==> src/rtl/alu_sf_pkg.sv <==
package alu_sf_pkg;

  typedef enum logic [3:0] {
    OP_AND = 4'h0,
    OP_EOR = 4'h1,
    OP_SUB = 4'h2,
    OP_RSB = 4'h3,
    OP_ADD = 4'h4,
    OP_ADC = 4'h5,
    OP_SBC = 4'h6,
    OP_TST = 4'h7,
    OP_CMP = 4'h8,
    OP_CMN = 4'h9,
    OP_ORR = 4'hA,
    OP_MOV = 4'hB,
    OP_BIC = 4'hC,
    OP_MVN = 4'hD
  } alu_op_e;

  typedef enum logic [1:0] {
    SH_LSL = 2'd0,
    SH_LSR = 2'd1,
    SH_ASR = 2'd2,
    SH_ROR = 2'd3
  } shift_e;

  typedef enum logic [2:0] {
    AS_ADD,
    AS_ADC,
    AS_SUB,
    AS_SBC,
    AS_RSB
  } addsub_e;

  typedef enum logic [2:0] {
    LG_AND,
    LG_ORR,
    LG_EOR,
    LG_BIC,
    LG_MOV,
    LG_MVN
  } logic_e;

  typedef struct packed {
    logic    known;
    logic    use_adder;
    logic    flag_only;
    addsub_e as_sel;
    logic_e  lg_sel;
  } op_ctrl_t;

endpackage

==> src/rtl/alu_sf_rst_sync.sv <==
module alu_sf_rst_sync (
  input  logic clk,
  input  logic rst_n,
  output logic rst_n_sync
);

  logic [1:0] sync_q;

  always_ff @(posedge clk or negedge rst_n) begin
    if (!rst_n) begin
      sync_q <= 2'b00;
    end else begin
      sync_q <= {sync_q[0], 1'b1};
    end
  end

  assign rst_n_sync = sync_q[1];

endmodule

==> src/rtl/alu_sf_decode.sv <==
module alu_sf_decode
  import alu_sf_pkg::*;
(
  input  logic [3:0] op_code,
  output op_ctrl_t   ctrl
);

  always_comb begin
    ctrl           = '0;
    ctrl.as_sel    = AS_ADD;
    ctrl.lg_sel    = LG_AND;
    ctrl.known     = 1'b1;
    unique case (op_code)
      OP_ADD: begin ctrl.use_adder = 1'b1; ctrl.as_sel = AS_ADD; end
      OP_ADC: begin ctrl.use_adder = 1'b1; ctrl.as_sel = AS_ADC; end
      OP_SUB: begin ctrl.use_adder = 1'b1; ctrl.as_sel = AS_SUB; end
      OP_SBC: begin ctrl.use_adder = 1'b1; ctrl.as_sel = AS_SBC; end
      OP_RSB: begin ctrl.use_adder = 1'b1; ctrl.as_sel = AS_RSB; end
      OP_CMP: begin
        ctrl.use_adder = 1'b1;
        ctrl.as_sel    = AS_SUB;
        ctrl.flag_only = 1'b1;
      end
      OP_CMN: begin
        ctrl.use_adder = 1'b1;
        ctrl.as_sel    = AS_ADD;
        ctrl.flag_only = 1'b1;
      end
      OP_TST: begin
        ctrl.lg_sel    = LG_AND;
        ctrl.flag_only = 1'b1;
      end
      OP_AND: ctrl.lg_sel = LG_AND;
      OP_ORR: ctrl.lg_sel = LG_ORR;
      OP_EOR: ctrl.lg_sel = LG_EOR;
      OP_BIC: ctrl.lg_sel = LG_BIC;
      OP_MOV: ctrl.lg_sel = LG_MOV;
      OP_MVN: ctrl.lg_sel = LG_MVN;
      default: ctrl.known = 1'b0;
    endcase
  end

endmodule

==> src/rtl/alu_sf_shifter.sv <==
module alu_sf_shifter
  import alu_sf_pkg::*;
#(
  parameter int unsigned W  = 32,
  parameter int unsigned AW = $clog2(W)
) (
  input  logic [W-1:0]  din,
  input  logic [1:0]    kind,
  input  logic [AW-1:0] amt,
  input  logic          cin,
  output logic [W-1:0]  dout,
  output logic          cout
);

  // One stage per amount bit; each stage shifts by a power of two and
  // records the last bit it pushed out, so the final carry is the last
  // bit shifted out overall.
  logic [AW:0][W-1:0] stg;
  logic [AW:0]        cy;

  assign stg[0] = din;
  assign cy[0]  = cin;

  for (genvar s = 0; s < AW; s++) begin : g_stage
    localparam int unsigned K = 1 << s;
    logic [W-1:0] nxt;
    logic         ncy;

    always_comb begin
      nxt = stg[s];
      ncy = cy[s];
      if (amt[s]) begin
        unique case (shift_e'(kind))
          SH_LSL: begin
            nxt = stg[s] << K;
            ncy = stg[s][W-K];
          end
          SH_LSR: begin
            nxt = stg[s] >> K;
            ncy = stg[s][K-1];
          end
          SH_ASR: begin
            nxt = W'($signed(stg[s]) >>> K);
            ncy = stg[s][K-1];
          end
          default: begin
            nxt = {stg[s][K-1:0], stg[s][W-1:K]};
            ncy = stg[s][K-1];
          end
        endcase
      end
    end

    assign stg[s+1] = nxt;
    assign cy[s+1]  = ncy;
  end

  assign dout = stg[AW];
  assign cout = cy[AW];

endmodule

==> src/rtl/alu_sf_addsub.sv <==
module alu_sf_addsub
  import alu_sf_pkg::*;
#(
  parameter int unsigned W = 32
) (
  input  logic [W-1:0] a,
  input  logic [W-1:0] b,
  input  logic         cin,
  input  addsub_e      sel,
  output logic [W-1:0] sum,
  output logic         cout,
  output logic         ovf
);

  logic [W-1:0] x_op;
  logic [W-1:0] y_op;
  logic         c_op;

  // Subtraction is x + ~y + carry; C out then means "no borrow".
  always_comb begin
    unique case (sel)
      AS_ADC:  begin x_op = a; y_op = b;  c_op = cin;  end
      AS_SUB:  begin x_op = a; y_op = ~b; c_op = 1'b1; end
      AS_SBC:  begin x_op = a; y_op = ~b; c_op = cin;  end
      AS_RSB:  begin x_op = b; y_op = ~a; c_op = 1'b1; end
      default: begin x_op = a; y_op = b;  c_op = 1'b0; end
    endcase
  end

  assign {cout, sum} = {1'b0, x_op} + {1'b0, y_op} + {{W{1'b0}}, c_op};
  assign ovf = (x_op[W-1] ~^ y_op[W-1]) & (sum[W-1] ^ x_op[W-1]);

endmodule

==> src/rtl/alu_sf_logic.sv <==
module alu_sf_logic
  import alu_sf_pkg::*;
#(
  parameter int unsigned W = 32
) (
  input  logic [W-1:0] a,
  input  logic [W-1:0] b,
  input  logic_e       sel,
  output logic [W-1:0] y
);

  always_comb begin
    unique case (sel)
      LG_ORR:  y = a | b;
      LG_EOR:  y = a ^ b;
      LG_BIC:  y = a & ~b;
      LG_MOV:  y = b;
      LG_MVN:  y = ~b;
      default: y = a & b;
    endcase
  end

endmodule

==> src/rtl/alu_shift_flags.sv <==
module alu_shift_flags
  import alu_sf_pkg::*;
#(
  parameter  int unsigned DATA_W = 32,
  localparam int unsigned AMT_W  = $clog2(DATA_W)
) (
  input  logic              clk,
  input  logic              rst_n,
  input  logic              in_valid,
  input  logic [3:0]        op_code,
  input  logic              set_flags,
  input  logic [DATA_W-1:0] opnd_a,
  input  logic [DATA_W-1:0] opnd_b,
  input  logic [1:0]        shift_kind,
  input  logic [AMT_W-1:0]  shift_amt,
  input  logic              carry_in,
  input  logic              v_in,
  output logic [DATA_W-1:0] res_out,
  output logic              res_we,
  output logic              n_out,
  output logic              z_out,
  output logic              c_out,
  output logic              v_out,
  output logic              flags_we
);

  logic rst_n_i;

  alu_sf_rst_sync u_rst (
    .clk        (clk),
    .rst_n      (rst_n),
    .rst_n_sync (rst_n_i)
  );

  op_ctrl_t ctrl;

  alu_sf_decode u_dec (
    .op_code (op_code),
    .ctrl    (ctrl)
  );

  logic [DATA_W-1:0] sh_val;
  logic              sh_c;

  alu_sf_shifter #(.W(DATA_W), .AW(AMT_W)) u_shift (
    .din  (opnd_b),
    .kind (shift_kind),
    .amt  (shift_amt),
    .cin  (carry_in),
    .dout (sh_val),
    .cout (sh_c)
  );

  logic [DATA_W-1:0] as_sum;
  logic              as_c;
  logic              as_v;

  alu_sf_addsub #(.W(DATA_W)) u_addsub (
    .a    (opnd_a),
    .b    (sh_val),
    .cin  (carry_in),
    .sel  (ctrl.as_sel),
    .sum  (as_sum),
    .cout (as_c),
    .ovf  (as_v)
  );

  logic [DATA_W-1:0] lg_val;

  alu_sf_logic #(.W(DATA_W)) u_logic (
    .a   (opnd_a),
    .b   (sh_val),
    .sel (ctrl.lg_sel),
    .y   (lg_val)
  );

  // next-state
  logic [DATA_W-1:0] res_d;
  logic              n_d, z_d, c_d, v_d, rwe_d, fwe_d;

  always_comb begin
    res_d = ctrl.use_adder ? as_sum : lg_val;
    c_d   = ctrl.use_adder ? as_c   : sh_c;
    v_d   = ctrl.use_adder ? as_v   : v_in;
    n_d   = res_d[DATA_W-1];
    z_d   = ~|res_d;
    rwe_d = in_valid & ctrl.known & ~ctrl.flag_only;
    fwe_d = in_valid & ctrl.known & (set_flags | ctrl.flag_only);
  end

  // registers
  always_ff @(posedge clk or negedge rst_n_i) begin
    if (!rst_n_i) begin
      res_out  <= '0;
      n_out    <= 1'b0;
      z_out    <= 1'b0;
      c_out    <= 1'b0;
      v_out    <= 1'b0;
      res_we   <= 1'b0;
      flags_we <= 1'b0;
    end else begin
      res_we   <= rwe_d;
      flags_we <= fwe_d;
      if (in_valid) begin
        res_out <= res_d;
        n_out   <= n_d;
        z_out   <= z_d;
        c_out   <= c_d;
        v_out   <= v_d;
      end
    end
  end

  // assertions
  a_r11_flag_only: assert property (@(posedge clk) disable iff (!rst_n_i)
    (in_valid && (op_code == OP_CMP || op_code == OP_CMN || op_code == OP_TST))
    |=> (flags_we && !res_we));

  a_r12_no_set: assert property (@(posedge clk) disable iff (!rst_n_i)
    (in_valid && !set_flags && op_code != OP_CMP && op_code != OP_CMN
     && op_code != OP_TST) |=> !flags_we);

  a_r13_idle_hold: assert property (@(posedge clk) disable iff (!rst_n_i)
    !in_valid |=> (!res_we && !flags_we && $stable(res_out)
                   && $stable(c_out) && $stable(v_out)));

  a_r6_nz: assert property (@(posedge clk) disable iff (!rst_n_i)
    (res_we && flags_we) |-> (n_out == res_out[DATA_W-1]
                              && z_out == (res_out == '0)));

  a_r7_v_keep: assert property (@(posedge clk) disable iff (!rst_n_i)
    (in_valid && (op_code == OP_MOV || op_code == OP_AND || op_code == OP_EOR))
    |=> (v_out == $past(v_in)));

  a_r10_zero_pass: assert property (@(posedge clk) disable iff (!rst_n_i)
    (in_valid && op_code == OP_MOV && shift_amt == '0)
    |=> (res_out == $past(opnd_b) && c_out == $past(carry_in)));

  a_r2_add_carry: assert property (@(posedge clk) disable iff (!rst_n_i)
    (in_valid && op_code == OP_ADD && shift_amt == '0)
    |=> (c_out == ({1'b0, $past(opnd_a)} + {1'b0, $past(opnd_b)} > {1'b0, {DATA_W{1'b1}}})));

endmodule

==> config.mk <==
export PLATFORM = sky130hd
export DESIGN_NAME = alu_shift_flags
export DESIGN_NICKNAME = d
export VERILOG_FILES = /design/src/rtl/alu_sf_pkg.sv /design/src/rtl/alu_sf_rst_sync.sv /design/src/rtl/alu_sf_decode.sv /design/src/rtl/alu_sf_shifter.sv /design/src/rtl/alu_sf_addsub.sv /design/src/rtl/alu_sf_logic.sv /design/src/rtl/alu_shift_flags.sv
export SDC_FILE = /design/constraint.sdc
export NUM_CORES = 1
export LEC_CHECK = 0
export BUFFER_PORTS_ARGS = -buffer_cell sky130_fd_sc_hd__buf_2
export CORE_ASPECT_RATIO = 0.75
export CORE_MARGIN = 3
export CORE_UTILIZATION = 50
export DETAILED_ROUTE_END_ITERATION = 8
export PLACE_DENSITY = 0.79
export SETUP_SLACK_MARGIN = 0.05
export SLEW_MARGIN = 20
export SYNTH_ARGS = -nofsm -noshare
export SYNTH_HDL_FRONTEND = slang
export SYNTH_SLANG_ARGS = --single-unit
==> constraint.sdc <==
create_clock -name clk -period 1.3 [get_ports clk]
set_clock_uncertainty 0.05 [all_clocks]
set_input_delay 0 -clock clk [delete_from_list [all_inputs] [get_ports clk]]
set_output_delay 0 -clock clk [all_outputs]
set_load 0.01 [all_outputs]
==> summary.txt, run 1 <==
STA
  – GRT worst endpoint: z_out$_DFFE_PN0P_/D
  – Worst EP Category: register data pin

Place
  – Post-DP HPWL: 56.8 mm
  – Post-Place Worst Slack: -4620 ps
  – IO Port Bufs: between 100 and 150
  – Placer Congestion: approximately 1.2
  – Post-placement cell count: approximately 2800

Logic synthesis
  – Syn Nets: 1930
  – Post-synthesis sequential element count: 39
  – Post-synth cell types: about 100
  – Syn_area_per_cell: 6.69 um^2
  – EDFF count, synth: 0
  – Async S/R FF share, synth: 100%
  – Ys Warns: 0
  – Post-Syn Area: 0.0119 mm^2
  – Top_reg_cell synth: dfrtp_1
  – Synthesized instance count: about 1800
  – Sequential element share of the synthesized area: 8.18%

Global route
  – Largest net degree at the start of global routing: 43
  – Grt ovf: slightly below 500
  – Gr usage total: between 90% and 100%

Clock network
  – CTS H-tree depth: 2
  – CTS sink count: 39
  – Max Root-Sink Buffers: 2
  – Root Buffer: clkbuf_16
  – TritonCTS Buffers: 5

Status
  – Error Message: [ERROR GRT-0232] Routing congestion too high. Check the congestion heatmap in the GUI.
  – Stop stage: 5_1_grt
  – Status: stopped before the end

Floorplanning
  – Cell row count: 48
  – Initial Util: between 50 and 60%
  – Die Ht: approximately 140 um
  – DIE WIDTH: ~180 um
  – Io pins: approximately 120
==> per-stage QoR <==
| step | utilization [%] | area, um^2 |
|---|---|---|
| after floorplan | - | 12300 |
| after global placement | 77.6 | 18000 |
| after detailed placement | 77.6 | 18000 |
| after CTS | 86.4 | 20100 |
==> cells in the mapped netlist (20+ instances only) <==
master	count	share of area (%)
a211oi_1	35	2.2
a21o_1	20	1.3
a21oi_1	169	7.1
a311oi_1	22	1.6
a31oi_1	32	1.7
buf_2	36	1.5
clkbuf_1	88	2.8
dfrtp_1	39	8.2
ha_1	63	6.6
inv_1	57	1.8
mux2_2	26	2.5
mux2i_1	69	5.8
nand2_1	156	4.9
nand2b_1	28	1.5
nand3_1	35	1.5
nor2_1	170	5.3
nor3_1	74	3.1
o211ai_1	36	2.3
o21ai_0	190	8.0
o22ai_1	22	1.2
xnor2_1	20	1.5
==> cell families after synthesis <==
group | after synthesis | share of synthesized area, %
xor gates and xnor gates | 30 | 2.20
muxes | 98 | 8.81
adders and majority gates | 65 | 6.94
AOI/OAI and AO/OA | 740 | 41.1
buffers and inverters | 214 | 7.96
and+or+nand+nor | 597 | 24.7
other | 1 | 0.0314
DFF | 39 | 8.18
==> per-layer routing <==
layer  overflow  GRT usage, %
met5         16          68.0
met4        157          91.2
met3         41          86.6
met1         45          92.5
met2        232           100
==> what timing repair did <==
item                                   in CTS
endpoints found under the hold margin       4
buffers inserted                           60
cloned                                      4
pin swaps                                 128
gates resized for setup                   290
hold buffers                                4
setup endpoints to repair                  35
==> inputs of run 2 (changes only) <==
- CORE_ASPECT_RATIO: 0.75 -> unset
- CORE_UTILIZATION: 50 -> 35
- PLACE_DENSITY: 0.79 -> unset
- PLACE_DENSITY_LB_ADDON: unset -> 0.15
- SETUP_SLACK_MARGIN: 0.05 -> unset
- clock period: 1.3 -> 1.7 ns (I/O delays scaled with it)
==> summary.txt, run 2 <==
STA
  – Max-slew violation count: 0
  – Maximum clock frequency: about 0.19 GHz
  – Setup TNS Final: -96170 ps
  – Fin crit share: 311%
  – Slew Limit Headroom: 49.0%
  – Final setup violation count: 35
  – Least-Margin Pin Slew: between 700 and 800 ps
  – RSZ-0062 raised after global routing: yes
  – Fin crit period: between 5000 and 6000 ps
  – PnR worst setup slack: -3590 ps
  – Final Hold Fails: 0

Floorplanning
  – Io pins: 119 (unchanged)
  – Cell row count: 66 (was 48)
  – Initial Util: 36.1% (was 51.3%)
  – Core area: between 0.03 and 0.04 mm^2
  – Die Ht: 191 um (was 140 um)
  – Die area: ~0.036 mm^2
  – DIE WIDTH: 191 um (was 184 um)

Clock network
  – TritonCTS Buffers: 5 (unchanged)
  – CTS tree: yes
  – Clk slew on worst S/H paths: 60 ps
  – CTS sink count: 39 (unchanged)
  – Max Root-Sink Buffers: 2 (unchanged)
  – Worst skew pair latency: approximately 300 ps
  – Root Buffer: clkbuf_16 (unchanged)
  – CTS H-tree depth: 2 (unchanged)

Finish
  – Area Growth Syn to Fin: 84.5%
  – Most common cell after layout, fill and taps aside: buf_4
  – Nets@finish: around 2800
  – Top reg by flops: res_out
  – Fraction of layout cells with a size suffix above 1: 52.2%
  – Most frequent cells in the layout: buf_4, nor2_1, nand2_1, o21ai_0, buf_2
  – Post-route cell area: ~0.022 mm^2
  – Largest regs: res_out: 32 flops, u_rst.sync_q: 2 flops
  – Layout Utilization: around 67%
  – Max reg flops: 32

Logic synthesis
  – Post-synth cell types: 102 (unchanged)
  – Syn_area_per_cell: 6.69 um^2 (unchanged)
  – Synthesized instance count: 1784 (unchanged)
  – EDFF count, synth: 0 (unchanged)
  – Top cells by area, synth: dfrtp_1, o21ai_0, a21oi_1, ha_1, mux2i_1 (unchanged)
  – Top_reg_cell synth: dfrtp_1 (unchanged)
  – Post-synth top cells: o21ai_0, nor2_1, a21oi_1, nand2_1, clkbuf_1 (unchanged)
  – Async S/R FF share, synth: 100% (unchanged)
  – Most frequent cell after synthesis: o21ai_0 (unchanged)
  – Syn Nets: 1930 (unchanged)
  – Yosys top cell area share: 8.18% (unchanged)
  – Yosys top cell by area: dfrtp_1 (unchanged)
  – Ys Warns: 0 (unchanged)
  – Post-Syn Area: 0.0119 mm^2 (unchanged)
  – Post-synthesis sequential element count: 39 (unchanged)
  – Sequential element share of the synthesized area: 8.18% (unchanged)

Place
  – Placer Congestion: 1.04 (was 1.22)
  – IO Port Bufs: 118 (unchanged)
  – Post-Place Worst Slack: -4330 ps (was -4620 ps)
  – Post-DP HPWL: 61.1 mm (was 56.8 mm)
  – Placed cell area: 0.0185 mm^2 (was 0.0180 mm^2)

Detailed routing
  – DR iter-0 viols: around 2300
  – Total Wirelength: about 79 mm
  – Routed len/inst: roughly 26 um
  – Vias after detailed routing: 19300
  – Avg Vias per Cell: between 6 and 7
  – TritonRoute pass-1 iters: 6
  – Routed Antenna Nets: 0
  – DR DRC count: 0

Setup path
  – Kind of critical path: primary input to register
  – Max incr delay on CP: around 420 ps
  – Worst Path Required: around 1900 ps
  – Maximum fanout along the worst path: 12
  – Worst setup EP type: register
  – Slowest cell on the critical path: nor2_2
  – Startpoint types: primary input
  – CP most frequent cell: a21o_1
  – CP Data Arrival Time: about 5400 ps

Status
  – Failing checks: negative setup slack
  – Status: finished with violations (was stopped before the end)

Global route
  – Met3 usage: approximately 14%
  – Vias in the first global route: between 15000 and 20000
  – Grt ovf: 0
  – Largest net degree at the start of global routing: 43
  – Antenna violations before repair: 1
  – GR Util met1: 60.8%
  – GR Util met2: between 50% and 60%
  – Gr usage total: about two fifths
  – Global-route wire length before repair: around 110 mm
  – Layer carrying the most global-route usage: met1

Power
  – Leakage Power: just under 10 nW
  – Pwr dens: around 630 mW/mm^2
  – Tot Pwr: between 10 and 15 mW
  – Peak VDD IR: about 0.73 mV

Hold path
  – Hold crit path type: primary input to register

Flow run
  – Max-cap violations: 0
==> run 2: layout make-up <==
cell class | count | area, um^2
tap | 442 | 553
fill | 2904 | 11000
antenna | 1 | 2.50
sequential | 39 | 976
multi-input combinational | 1531 | 12200
clock buffer | 5 | 125
inverter | 62 | 235
timing repair buffer | 981 | 7900
clock inverter | 3 | 47.5
==> run 2: timing repair <==
action | in CTS | in global routing
resized for setup | 286 | 208
buffers inserted | 92 | 37
hold buffers | 3 | 0
endpoints found under the setup margin | 35 | 35
gates cloned | 7 | 0
hold endpoints to repair | 3 | 0
pin swaps | 156 | 111
==> run 2: cell families (layout without fill, tap and decap cells) <==
family | Yosys count | count (layout) | share of synthesized area (%)
AOI/OAI and AO/OA | 740 | 740 | 41.1
xor gates and xnor gates | 30 | 30 | 2.20
muxes | 98 | 98 | 8.81
DFF | 39 | 39 | 8.18
other | 1 | 2 | 0.0314
and+or+nand+nor | 597 | 597 | 24.7
buffers and inverters | 214 | 1051 | 7.96
adders and majority gates | 65 | 65 | 6.94
==> run 2: power by group <==
group	switching, mW	internal [mW]
clock network	0.422	0.700
registers	0.135	1.17
logic	5.95	5.59
==> run 2: critical path, delay by kind of cell <==
family / cells / cell delay (ps)
AND/OR/NAND/NOR: 4 / 860
buffers and inverters: 8 / 1080
adder cells (fa/ha/maj): 1 / 300
AO/OA/AOI/OAI: 17 / 3170
==> run 2: through the flow <==
step | hold slack, ps | cells
6_report | 34.1 | 3064
5_1_grt | 41.2 | 3063
3_3_place_gp | -264 | 2935
3_5_place_dp | -261 | 2935
4_1_cts | 30.7 | 3038
2_1_floorplan | -346 | 1784
==> run 2: layer usage <==
metal / vias to the layer above / wire [um]
met2: 1270 / 31400
met1: 9309 / 34300
li1: 8505 / -
met3: 208 / 11000
met4: 0 / 2420
met5: - / 0
==> run 2: worst paths after layout <==
kind / from / depth (start not counted) / endpoint / slack [ps]
max in group asynchronous: rst_n / 3 / u_rst.sync_q[1] / 980
max: shift_kind[1] / 30 / z_out / -3590
min reg2reg: u_rst.sync_q[1] / 1 / res_out[25] / 250
min in group asynchronous: u_rst.sync_q[1] / 1 / res_out[25] / 250
min: set_flags / 3 / flags_we / 30
max reg2reg: res_out[26] / 1 / res_out[26] / 830
No activity file was read; power rests on OpenSTA's default activity.
==> inputs of run 3 (changes only) <==
- HOLD_SLACK_MARGIN: unset -> 0.1
==> summary.txt, run 3 (synthesis results as in run 2) <==
Status
  – Status: finished with violations (unchanged)
  – Failing checks: negative setup slack (unchanged)

Finish
  – Post-route cell area: 0.0220 mm^2 (about the same)
  – Largest regs: res_out: 32 flops, u_rst.sync_q: 2 flops (unchanged)
  – Filler cells: 2903 (was 2904)
  – Fraction of layout cells with a size suffix above 1: 52.2% (about the same)
  – Multi-input logic area: 0.0122 mm^2 (unchanged)
  – Nets@finish: 2767 (was 2766)
  – Layout Utilization: 66.7% (was 66.6%)
  – Max reg flops: 32 (unchanged)
  – Top reg by flops: res_out (unchanged)
  – Most common cell after layout, fill and taps aside: buf_4 (unchanged)
  – Sequential Area: 976 um^2 (unchanged)
  – Layout Cells excl Fill: 3065 (was 3064)
  – Area Growth Syn to Fin: 84.6% (was 84.5%)
  – Most frequent cells in the layout: buf_4, nor2_1, nand2_1, o21ai_0, buf_2 (unchanged)

Detailed routing
  – DR iter-0 viols: 2419 (was 2293)
  – DR DRC count: 0 (unchanged)
  – Vias after detailed routing: 19300 (about the same)
  – TritonRoute pass-1 iters: 6 (unchanged)
  – Avg Vias per Cell: 6.29 (was 6.30)
  – Total Wirelength: 79.1 mm (about the same)
  – Routed len/inst: 25.8 um (about the same)
  – Routed Antenna Nets: 0 (unchanged)

Clock network
  – Clk slew on worst S/H paths: 60 ps (about the same)
  – Max Root-Sink Buffers: 2 (unchanged)
  – Root Buffer: clkbuf_16 (unchanged)
  – CTS tree: yes (unchanged)
  – TritonCTS Buffers: 5 (unchanged)
  – CTS sink count: 39 (unchanged)
  – Worst skew pair latency: 300 ps (about the same)
  – CTS H-tree depth: 2 (unchanged)

Floorplanning
  – Core area: 0.0330 mm^2 (unchanged)
  – Cell row count: 66 (unchanged)
  – Initial Util: 36.1% (unchanged)
  – Die area: 0.0363 mm^2 (unchanged)
  – DIE WIDTH: 191 um (unchanged)
  – Io pins: 119 (unchanged)
  – Die Ht: 191 um (unchanged)

STA
  – Setup TNS Final: -96280 ps (was -96170 ps)
  – RSZ-0062 raised after global routing: yes (unchanged)
  – Fin crit share: 310% (was 311%)
  – Slew Limit Headroom: 51.0% (was 49.0%)
  – Least-Margin Pin Slew: 731 ps (was 761 ps)
  – Max-slew violation count: 0 (unchanged)
  – PnR worst setup slack: -3560 ps (was -3590 ps)
  – Final setup violation count: 35 (unchanged)
  – Fin crit period: 5260 ps (was 5290 ps)
  – Final Hold Fails: 0 (unchanged)
  – Maximum clock frequency: 0.190 GHz (was 0.189 GHz)

Flow run
  – Max-cap violations: 0 (unchanged)

Global route
  – Gr usage total: 41.2% (unchanged)
  – Global-route wire length before repair: 114 mm (unchanged)
  – Vias in the first global route: 18200 (unchanged)
  – Largest net degree at the start of global routing: 43 (unchanged)
  – Antenna violations before repair: 1 (unchanged)
  – Grt ovf: 0 (unchanged)

Setup path
  – Slowest cell on the critical path: o32ai_4 (was nor2_2)
  – Worst Path Required: 1850 ps (about the same)
  – Startpoint types: primary input (unchanged)
  – Max incr delay on CP: 360 ps (was 420 ps)
  – Kind of critical path: primary input to register (unchanged)
  – CP Data Arrival Time: 5410 ps (was 5440 ps)
  – Maximum fanout along the worst path: 7 (was 12)
  – Worst setup EP type: register (unchanged)

Power
  – Pwr dens: 634 mW/mm^2 (about the same)
  – Peak VDD IR: 0.727 mV (was 0.730 mV)
  – Leakage Power: 9.93 nW (was 9.92 nW)
  – Tot Pwr: 14.0 mW (about the same)

Hold path
  – Hold crit path type: primary input to register (unchanged)

Place
  – Placed cell area: 0.0185 mm^2 (unchanged)
  – Placer Congestion: 1.04 (unchanged)
  – Post-DP HPWL: 61.1 mm (unchanged)
  – Post-placement cell count: 2935 (unchanged)
  – IO Port Bufs: 118 (unchanged)
run 3: cell count changes in the layout (fill, tap and decap cells not counted):
cell	previous run	this run
dlygate4sd3_1	3	4
run 3: through the flow:
step | setup slack (ps) | hold WS (ps)
2_1_floorplan | -3110 | -346
3_3_place_gp | -4300 | -264
3_5_place_dp | -4330 | -261
4_1_cts | -3370 | 148
5_1_grt | -3790 | 163
6_report | -3560 | 145
run 3: cell type report:
class | count | share of cell area (%)
diodes | 1 | 0.0114
clock buffers | 5 | 0.568
clock inverters | 3 | 0.216
inverters | 62 | 1.07
multi-input cells | 1531 | 55.3
flip-flops and latches | 39 | 4.43
well taps | 442 | 2.51
repair buffers | 982 | 35.9
run 3: metal layers:
layer / up-vias / GRT usage (%) / routed length [um]
met1: 9230 / 60.8 / 34200
met5: - / 0 / 0
li1: 8506 / - / -
met3: 210 / 13.7 / 11200
met2: 1341 / 58.0 / 31300
met4: 0 / 8.61 / 2450
run 3: power by group:
part / total (mW) / internal, mW / switching, mW / leakage [nW]
registers: 1.30 / 1.17 / 0.134 / 0.461
logic: 11.5 / 5.59 / 5.95 / 9.38
clock network: 1.12 / 0.700 / 0.421 / 0.0844
run 3: worst max-delay path: cells and delay by family:
kind,cells,cell delay [ps]
AOI/OAI and AO/OA,18,3480
buffers and inverters,8,1150
and+or+nand+nor,3,440
adders and majority gates,1,310
run 3: final timing paths:
check                      cells past startpoint               to             from  slack, ps
max in group asynchronous                      3  u_rst.sync_q[1]            rst_n        980
hold reg to reg                                1      res_out[25]  u_rst.sync_q[1]        250
setup reg to reg                               1      res_out[26]      res_out[26]        840
min in group asynchronous                      1      res_out[25]  u_rst.sync_q[1]        250
setup / recovery                              30            z_out    shift_kind[1]      -3560
hold / removal                                 4      res_out[14]       opnd_a[14]        140
run 3: timing repair:
action / 4_1_cts / 5_1_grt
pin swaps: 156 / 111
gates cloned: 7 / 0
buffers inserted: 92 / 37
hold endpoints to repair: 4 / 0
gates resized for setup: 286 / 208
hold buffers: 4 / 0
setup endpoints to repair: 35 / 35
